## src/rtl/ptrk_pkg.sv

```systemverilog
package ptrk_pkg;

  typedef enum logic {
    STEP_DN = 1'b0,
    STEP_UP = 1'b1
  } step_dir_e;

  // Modular one-code move of a tap index on a ring of ntaps positions.
  function automatic int unsigned wrap_step(input int unsigned cur,
                                            input step_dir_e dir,
                                            input int unsigned ntaps);
    if (dir == STEP_UP) begin
      return (cur + 1 >= ntaps) ? 0 : cur + 1;
    end
    return (cur == 0) ? ntaps - 1 : cur - 1;
  endfunction

endpackage

```

## src/rtl/ptrk_sync.sv

```systemverilog
module ptrk_sync #(
  parameter int STAGES = 2
) (
  input  logic clk,
  input  logic rst,
  input  logic d,
  output logic q
);

  logic [STAGES-1:0] chain;

  for (genvar g = 0; g < STAGES; g++) begin : g_stage
    if (g == 0) begin : g_first
      always_ff @(posedge clk) begin
        if (rst) chain[g] <= 1'b0;
        else     chain[g] <= d;
      end
    end else begin : g_rest
      always_ff @(posedge clk) begin
        if (rst) chain[g] <= 1'b0;
        else     chain[g] <= chain[g-1];
      end
    end
  end

  assign q = chain[STAGES-1];

endmodule

```

## src/rtl/ptrk_round.sv

```systemverilog
module ptrk_round #(
  parameter int RND = 3
) (
  input  logic clk,
  input  logic rst,
  input  logic en,
  output logic step_fire
);

  localparam int CNT_W = $clog2(RND + 1);

  logic [CNT_W-1:0] cnt_q;

  assign step_fire = en && (cnt_q == CNT_W'(RND - 1));

  always_ff @(posedge clk) begin
    if (rst || !en)     cnt_q <= '0;
    else if (step_fire) cnt_q <= '0;
    else                cnt_q <= cnt_q + 1'b1;
  end

endmodule

```

## src/rtl/ptrk_tap_reg.sv

```systemverilog
module ptrk_tap_reg
  import ptrk_pkg::*;
#(
  parameter int TAPS  = 128,
  parameter int TAP_W = 7
) (
  input  logic             clk,
  input  logic             rst,
  input  logic             step,
  input  logic             up,
  output logic [TAP_W-1:0] tap_q,
  output logic             vld_q
);

  logic [TAP_W-1:0] tap_nx;

  assign tap_nx = TAP_W'(wrap_step(int'(tap_q), step_dir_e'(up), TAPS));

  always_ff @(posedge clk) begin
    if (rst) begin
      tap_q <= '0;
      vld_q <= 1'b0;
    end else begin
      vld_q <= step;
      if (step) tap_q <= tap_nx;
    end
  end

endmodule

```

## src/rtl/bb_phase_tracker.sv

```systemverilog
module bb_phase_tracker #(
  parameter int TAPS        = 128,
  parameter int SYNC_STAGES = 2
) (
  input  logic                    clk,
  input  logic                    rst,
  input  logic                    en,
  input  logic                    cmp_in,
  output logic [$clog2(TAPS)-1:0] tap_sel,
  output logic                    smp_vld
);

  localparam int TAP_W = $clog2(TAPS);
  localparam int RND   = SYNC_STAGES + 1;

  logic cmp_sync;
  logic step_fire;
  logic dir_up;

  ptrk_sync #(.STAGES(SYNC_STAGES)) sync_i (
    .clk (clk),
    .rst (rst),
    .d   (cmp_in),
    .q   (cmp_sync)
  );

  ptrk_round #(.RND(RND)) round_i (
    .clk       (clk),
    .rst       (rst),
    .en        (en),
    .step_fire (step_fire)
  );

  // Below zero at the chosen edge: input lags, pick a later tap.
  assign dir_up = ~cmp_sync;

  ptrk_tap_reg #(.TAPS(TAPS), .TAP_W(TAP_W)) tap_i (
    .clk   (clk),
    .rst   (rst),
    .step  (step_fire),
    .up    (dir_up),
    .tap_q (tap_sel),
    .vld_q (smp_vld)
  );

endmodule

```

## config.mk

```make
export PLATFORM = sky130hd
export DESIGN_NAME = bb_phase_tracker
export DESIGN_NICKNAME = d
export VERILOG_FILES = /design/src/rtl/ptrk_pkg.sv /design/src/rtl/ptrk_sync.sv /design/src/rtl/ptrk_round.sv /design/src/rtl/ptrk_tap_reg.sv /design/src/rtl/bb_phase_tracker.sv
export SDC_FILE = /design/constraint.sdc
export NUM_CORES = 1
export LEC_CHECK = 0
export ABC_CLOCK_PERIOD_IN_PS = 2400
export BUFFER_PORTS_ARGS = -buffer_cell sky130_fd_sc_hd__buf_2
export CAP_MARGIN = 40
export CORE_MARGIN = 2
export CORE_UTILIZATION = 27
export CTS_BUF_LIST = sky130_fd_sc_hd__clkbuf_8
export DETAILED_ROUTE_END_ITERATION = 8
export PLACE_DENSITY_LB_ADDON = 0.2
export RECOVER_POWER = 50
export SLEW_MARGIN = 20
export SYNTH_ARGS = -nofsm -noshare
export SYNTH_HDL_FRONTEND = slang
export SYNTH_SLANG_ARGS = --single-unit
```

## constraint.sdc

```tcl
create_clock -name clk -period 2.4 [get_ports clk]
set_input_delay 0.24 -clock clk [delete_from_list [all_inputs] [get_ports clk]]
set_output_delay 0.24 -clock clk [all_outputs]
set_load 0.005 [all_outputs]
```

# ---- Word-level counts from Yosys, hierarchy flattened
# Cells that the tools add are included.
dict set report totals {
  reg_bits 12
  input_bits 4
  out_inout_bits 8
  elab_cells 18
}
dict set report op_classes {
  n_addsub 3
  n_lt_le_gt_ge 1
  n_eq_ne 1
  n_mux 3
  reduce_logical 5
}
# cell n
set op_table {}
lappend op_table {{$mux W7} 3}
lappend op_table {{$add A7 B1 Y8 const B} 1}
lappend op_table {{$ge A8 B8 Y1 const B} 1}
lappend op_table {{$logic_not A7 Y1} 1}
lappend op_table {{$sub A7 B1 Y7 const B} 1}
lappend op_table {{$add A2 B1 Y2 const B} 1}
lappend op_table {{$eq A2 B2 Y1 const B} 1}
lappend op_table {{$reduce_or A2 Y1} 1}
lappend op_table {{$logic_and A1 B1 Y1} 1}
lappend op_table {{$logic_not A1 Y1} 1}
lappend op_table {{$logic_or A1 B1 Y1} 1}

# ---- Logic depth before layout (Yosys ltp)
# Gate-level depths: netlist of run 1.
dict set report depth {
  depth_word 4
  depth_mapped 6
  depth_no_buf 6
}

# ---- Cells and area by module
# A second synthesis of run 1 with hierarchy kept.
dict set report unflattened {
  hier_cells 83
  hier_area_um2 769.5
}
# mod instances cells_each area_per_inst_um2 seq_area_each_um2
set modules_own_cells {}
lappend modules_own_cells {ptrk_tap_reg 1 71 631.9 160.2}
lappend modules_own_cells {ptrk_round 1 7 81.3 40.0}
lappend modules_own_cells {ptrk_sync 1 4 52.6 40.0}
lappend modules_own_cells {bb_phase_tracker 1 1 3.8 0.0}

# ---- Worst setup path after synthesis of run 1
# Ideal clock, no wire load.
dict set report synth_timing {
  path_type {register to register}
  start {reg tap_i.tap_q[3]}
  end {reg tap_i.tap_q[3]}
  setup_time_ns 0.088
  arrival_ns 1.556
  t_required_ns 2.312
  slack_ns 0.757
  stages_incl_launch_ff 6
  n_path_buf 1
  synth_period_minus_slack_ns 1.643
  cell_sequence {dfxtp_1 > buf_2 > or3_4 > o41ai_4 > nor3b_1 > nor4_2}
}
dict set report synth_via {
  elab_chain_cells 4
  elab_cells_between_ends 7
  cone_classes {add/sub (2); order compare (1); mux (3); reduce/logical (1)}
}
# element line_no
set synth_rtl {}
lappend synth_rtl {{from (decl)} ptrk_tap_reg.sv:11} ;# output logic [TAP_W-1:0] tap_q,
lappend synth_rtl {{from (signal assigned)} ptrk_tap_reg.sv:25} ;# if (step) tap_q <= tap_nx;
lappend synth_rtl {{$add A7 B1 Y8} ptrk_pkg.sv:13} ;# return (cur + 1 >= ntaps) ? 0 : cur + 1;
lappend synth_rtl {{$ge A8 B8 Y1} ptrk_pkg.sv:13}
lappend synth_rtl {{$mux W7} ptrk_pkg.sv:13}
lappend synth_rtl {{$mux W7 *} ptrk_pkg.sv:15} ;# return (cur == 0) ? ntaps - 1 : cur - 1;
# Mark *: on every way between the ends. The rest lies on a longest branch, timed or not.
# A chain may end at the register's enable or synchronous reset.

# ---- Worst setup path after layout of run 1
# Same ends and word-level chain as after synthesis.

==> out/metrics.yaml, run 1 <==
setup_path:
  reg2reg_from: "tap_i.tap_q[3]$_SDFFE_PP0P_"
  cp.arrival_ns: 1.88
  start_kind: "flop"
  required_ns: 2.55
  cp_slowest_cell: "o41ai_4"
  max_stage_delay_ns: 0.46
  worst_setup_path_end_kind: "flop"
  critPathMaxFanout: 10
  crit_start: "tap_i.tap_q[3]$_SDFFE_PP0P_"
  crit_chain: "or3_4 > o41ai_4 > nor3b_1 > nor4_2"
  critPathKind: "flop to flop"
clocking:
  clkTransAtPathRegs_ns: 0.06
  htreeDepth: 1
  numCtsBuffers: 3
  cts_sinks: 12
  post_cts_resized: 0
  post_cts_buffers: 0
  cts_tree: "built"
  clock-root-buffer: "clkbuf_8"
  insertion_delay_ns: 0.24
  cts-hold-fix-buffers: 0
  cts_buffer_depth: 2
synthesis:
  synth_top_family_by_area: "simple AND/OR/NAND/NOR gates"
  synth_nets: 88
  yosysTopAreaCellShare_pct: 33.9
  synth_seq_area_share_pct: 33.9
  yosysMostFrequentCell: "dfxtp_1"
  synth_area_um2: 709
  async_flop_share_pct: 0
  syn_avg_cell_area_um2: 8.87
  yosysTopAreaCell: "dfxtp_1"
  synth_compound_area_share_pct: 17.8
  synthTopCellsByCount: "dfxtp_1 (12), nor2_1 (8), nand3_1 (5)"
  synthAdderAreaFrac_pct: 7.05
  synth.distinct_cells: 33
  synthTopCellsByArea: "dfxtp_1 (34%), ha_1 (7.1%), nor2_1 (4.2%), nor3b_1 (4.2%), o41ai_4 (3.9%)"
  postSynthCellCount: 80
  synth_edf_count: 0
  synthMuxAreaShare_pct: 0
  synth_ff_type: "dfxtp_1"
  synth_seq_cells: 12
  yosys_warnings: 0
  synth-simple-area-share_pct: 31.2
  synthXorXnorAreaFrac_pct: 4.94
final_layout:
  diodes: 0
  syn_to_final_growth_pct: 15.3
  fin_nets: 99
  drive_gt1_share_pct: 18.0
power:
  max-vdd-ir-drop_mv: 0.369
  p_total_mw: 0.435
  power_density_nw_per_um2: 532
  leakage_nw: 0.313
run_status:
  status: "completed"
timing:
  relSlewSlack_pct: 61.7
  setup_viol: 0
  grt_setup_unrepaired: "no"
  fin_crit_sh_pct: 71.9
  hold_viol: 0
  finalSetupTns_ns: 0
  worst_pin_slew_ns: 0.574
  slew_violations: 0
  min_period_ns: 1.73
  fmax_mhz: 579
  skew_ns: 0.00444
worst_hold_path:
  min-delay-path-class: "input port to flop"
  min_from: "cmp_in"
grt:
  antenna_found_initial: 0
  grt_max_degree: 13
  track_usage_pct: 11.1
  grt_pass1_wl_um: 2710
  grt_overflow_total: 0
  grt_pass1_vias: 581
drt:
  post_drt_wl_per_cell_um: 12.9
  drc: 0
  via_count: 605
  vias_per_cell: 5.08
  ant_nets: 0
  drt-initial-drc-count: 13
  dr.pass1.iters: 3
  drt_wl_total_um: 1530
die:
  pin_count: 12
  die_w_um: 55.3
  fp-row-count: 18
  start_util_pct: 28.6
  coreArea_um2: 2480
  die_area_um2: 3050
  die_y_um: 55.3
placed_design:
  portBuffers: 11
  gp_congestion: 0.843
  dp_hpwl_um: 1120
flow_run:
  maxCapViolCount: 0
[state kept, by name, indices dropped and copies added, names as in the netlist]
name           count
tap_i.tap_q        7
sync_i.q           1
round_i.cnt_q      2
tap_i.vld_q        1
sync_i.chain       1
[logic make-up after synthesis]
logic type / Yosys count
buffers and inverters: 9
AOI/OAI and AO/OA: 14
xor gates and xnor gates: 4
and+or+nand+nor: 37
DFF: 12
adders and majority gates: 4
[cell type report]
type	instances	area, um2
well taps	30	37.5
multi-input cells	59	433
fillers	278	1660
repair buffers	11	51.3
flip-flops and latches	12	240
clock buffers	3	41.3
inverters	4	15.0
[cell usage in the layout, fill, tap and decap left out, types with 2 or more instances in the layout]
cell type	instances
buf_2	8
clkbuf_1	3
a21oi_1	2
nor3_1	3
nand3_1	5
nand2_1	4
inv_1	4
nor2_1	8
nor3b_1	4
clkbuf_8	3
ha_1	4
xor2_1	3
nor4_2	2
dfxtp_1	12
nor2b_1	3
a221oi_1	3
[metal layers]
metal	global-route usage [%]	part of all wire (%)	vias up	routed length (um)
met5	0	0	-	0
met4	7.32	1.3	0	20
met3	2.58	3.0	4	46
met2	16.0	47	10	718
met1	14.6	49	279	748
li1	-	-	312	-
[report_power, final]
| group | switching, mW | internal [mW] |
|---|---|---|
| logic | 0.0201 | 0.0172 |
| clock network | 0.0741 | 0.111 |
| registers | 0.00802 | 0.205 |
[metrics by stage]
stage	cell area (um2)	cells	utilization, %	hold slack [ns]	setup WS (ns)
2_1_floorplan	709	80	-	0.368	0.757
3_5_place_dp	781	116	31.5	0.402	0.684
5_1_grt	818	119	33.0	0.245	0.576
3_3_place_gp	781	116	31.5	0.399	0.689
4_1_cts	822	119	33.2	0.211	0.674
6_report	818	119	33.0	0.211	0.673
[worst paths after layout]
kind / endpoint / slack, ns / cells after the start
setup / recovery: tap_i.tap_q[3]$_SDFFE_PP0P_ / 0.67 / 4
hold / removal: sync_i.chain[0]$_SDFF_PP0_ / 0.21 / 2
setup reg to reg: tap_i.tap_q[3]$_SDFFE_PP0P_ / 0.67 / 4
hold reg to reg: round_i.cnt_q[0]$_SDFF_PP0_ / 0.41 / 1
[critical path: cells and delay by family, from the launching register on]
kind / cells / cell delay (ns)
DFF: 1 / 0.39
and+or+nand+nor: 3 / 0.79
AOI/OAI and AO/OA: 1 / 0.46
Power figures use the tool's default switching activity.
==> run 2: changes to the inputs <==
- ABC_CLOCK_PERIOD_IN_PS: 2400 -> 1790
- clock period: 2.4 -> 1.79 ns (I/O delays scaled with it)
==> out/metrics.yaml, run 2 (same netlist as run 1, synthesis figures left out) <==
worst_hold_path:
  min-delay-path-class: "input port to flop"  # unchanged
timing:
  slew_violations: 0  # unchanged
  fin_ws_ns: 0.158  # was 0.673 ns
  grt_setup_unrepaired: "no"  # unchanged
  worst_pin_slew_ns: 0.533  # was 0.574 ns
  skew_ns: 0.000635  # was 0.00444 ns
  finalSetupTns_ns: 0  # unchanged
  relSlewSlack_pct: 64.5  # was 61.7%
  fin_crit_sh_pct: 91.1  # was 71.9%
  fmax_mhz: 613  # was 579 MHz
  fin_hold_ws_ns: 0.151  # was 0.211 ns
  min_period_ns: 1.63  # was 1.73 ns
  hold_viol: 0  # unchanged
  setup_viol: 0  # unchanged
clocking:
  cts_tree: "built"  # unchanged
  clock-root-buffer: "clkbuf_8"  # unchanged
  cts-hold-fix-buffers: 0  # unchanged
  post_cts_resized: 0  # unchanged
  clkTransAtPathRegs_ns: 0.05  # was 0.06 ns
  post_cts_buffers: 0  # unchanged
  cts_sinks: 12  # unchanged
  cts_buffer_depth: 2  # unchanged
  insertion_delay_ns: 0.24  # about the same
  htreeDepth: 1  # unchanged
  numCtsBuffers: 3  # unchanged
final_layout:
  fin_nets: 107  # was 99
  multi_input_area_um2: 433  # unchanged
  top_regs: "tap_i.tap_q: 7 flops, round_i.cnt_q: 2 flops"  # unchanged
  fillers: 274  # was 278
  diodes: 0  # unchanged
  final_common_cell: "dfxtp_1"  # unchanged
  syn_to_final_growth_pct: 23.6  # was 15.3%
  seq_area_um2: 240  # unchanged
  layout_common_cells: "dfxtp_1 (12), buf_2 (10), nor2_1 (8), buf_4 (7), nand3_1 (5)"  # was dfxtp_1 (12), nor2_1 (8), buf_2 (8), nand3_1 (5)
  drive_gt1_share_pct: 25.8  # was 18.0%
  largest_register: "tap_i.tap_q"  # unchanged
  largest_reg_flops: 7  # unchanged
die:
  fp-row-count: 18  # unchanged
  die_w_um: 55.3  # unchanged
  die_area_um2: 3050  # unchanged
  die_y_um: 55.3  # unchanged
  start_util_pct: 28.6  # unchanged
  coreArea_um2: 2480  # unchanged
  pin_count: 12  # unchanged
drt:
  dr.pass1.iters: 3  # unchanged
  post_drt_wl_per_cell_um: 12.5  # was 12.9 um
  vias_per_cell: 5.02  # was 5.08
  drc: 0  # unchanged
  via_count: 637  # was 605
  ant_nets: 0  # unchanged
  drt-initial-drc-count: 9  # was 13
  drt_wl_total_um: 1590  # was 1530 um
grt:
  grt_pass1_vias: 624  # was 581
  grt_overflow_total: 0  # unchanged
  track_usage_pct: 11.1  # about the same
  antenna_found_initial: 0  # unchanged
  grt_max_degree: 12  # was 13
  grt_pass1_wl_um: 2790  # was 2710 um
setup_path:
  critPathMaxFanout: 4  # was 10
  required_ns: 1.89  # was 2.55 ns
  start_kind: "flop"  # unchanged
  worst_setup_path_end_kind: "flop"  # unchanged
  critPathKind: "flop to flop"  # unchanged
  cp.arrival_ns: 1.73  # was 1.88 ns
power:
  leakage_nw: 0.361  # was 0.313 nW
  max-vdd-ir-drop_mv: 0.467  # was 0.369 mV
  power_density_nw_per_um2: 670  # was 532 nW/um2
placed_design:
  gp_congestion: 0.819  # was 0.843
  place_ws_ns: 0.155  # was 0.684 ns
  dp_hpwl_um: 1260  # was 1120 um
  portBuffers: 11  # unchanged
flow_run:
  maxCapViolCount: 0  # unchanged
run_status:
  status: "completed"  # unchanged
run 2: power by group:
part / switching (mW) / internal (mW) / leakage (nW)
Sequential: 0.00518 / 0.275 / 0.0976
Clock: 0.0964 / 0.148 / 0.0216
Combinational: 0.0343 / 0.0284 / 0.242
run 2: per-layer routing:
| metal | global-route usage, % | wire, um | vias to the layer above |
|---|---|---|---|
| li1 | - | - | 323 |
| met1 | 13.4 | 758 | 302 |
| met2 | 19.2 | 758 | 8 |
| met3 | 2.34 | 51 | 4 |
| met4 | 4.18 | 24 | 0 |
| met5 | 0 | 0 | - |
run 2: final timing paths:
check	depth (start not counted)	endpoint	slack [ns]	from
worst max register to register	6	tap_i.tap_q[4]$_SDFFE_PP0P_	0.16	tap_i.tap_q[0]$_SDFFE_PP0P_
worst min register to register	1	round_i.cnt_q[0]$_SDFF_PP0_	0.41	round_i.cnt_q[0]$_SDFF_PP0_
worst min-delay path	2	sync_i.chain[0]$_SDFF_PP0_	0.15	cmp_in
worst max-delay path	6	tap_i.tap_q[4]$_SDFFE_PP0P_	0.16	tap_i.tap_q[0]$_SDFFE_PP0P_
run 2: cell type report:
cell class,instances,area share (%)
multi-input combinational,59,49.4
sequential,12,27.4
timing repair buffer,19,12.6
clock buffer,3,4.71
tap,30,4.28
inverter,4,1.71
run 2: worst max-delay path, cell delays in order, from the launching register on:
cell and delay (ns):
dfxtp_1 0.39, inv_1 0.10, ha_1 0.26, nor3b_1 0.17
xor2_1 0.14, a221oi_1 0.34, nor3_1 0.09
run 2: per-stage QoR:
stage	instance area (um2)	instances	util, %	power, mW
floorplan	709	80	-	0.328
global route	877	127	35.4	0.614
finish	877	127	35.4	0.588
CTS	882	127	35.6	0.597
global placement	841	124	33.9	0.348
detailed placement	841	124	33.9	0.350
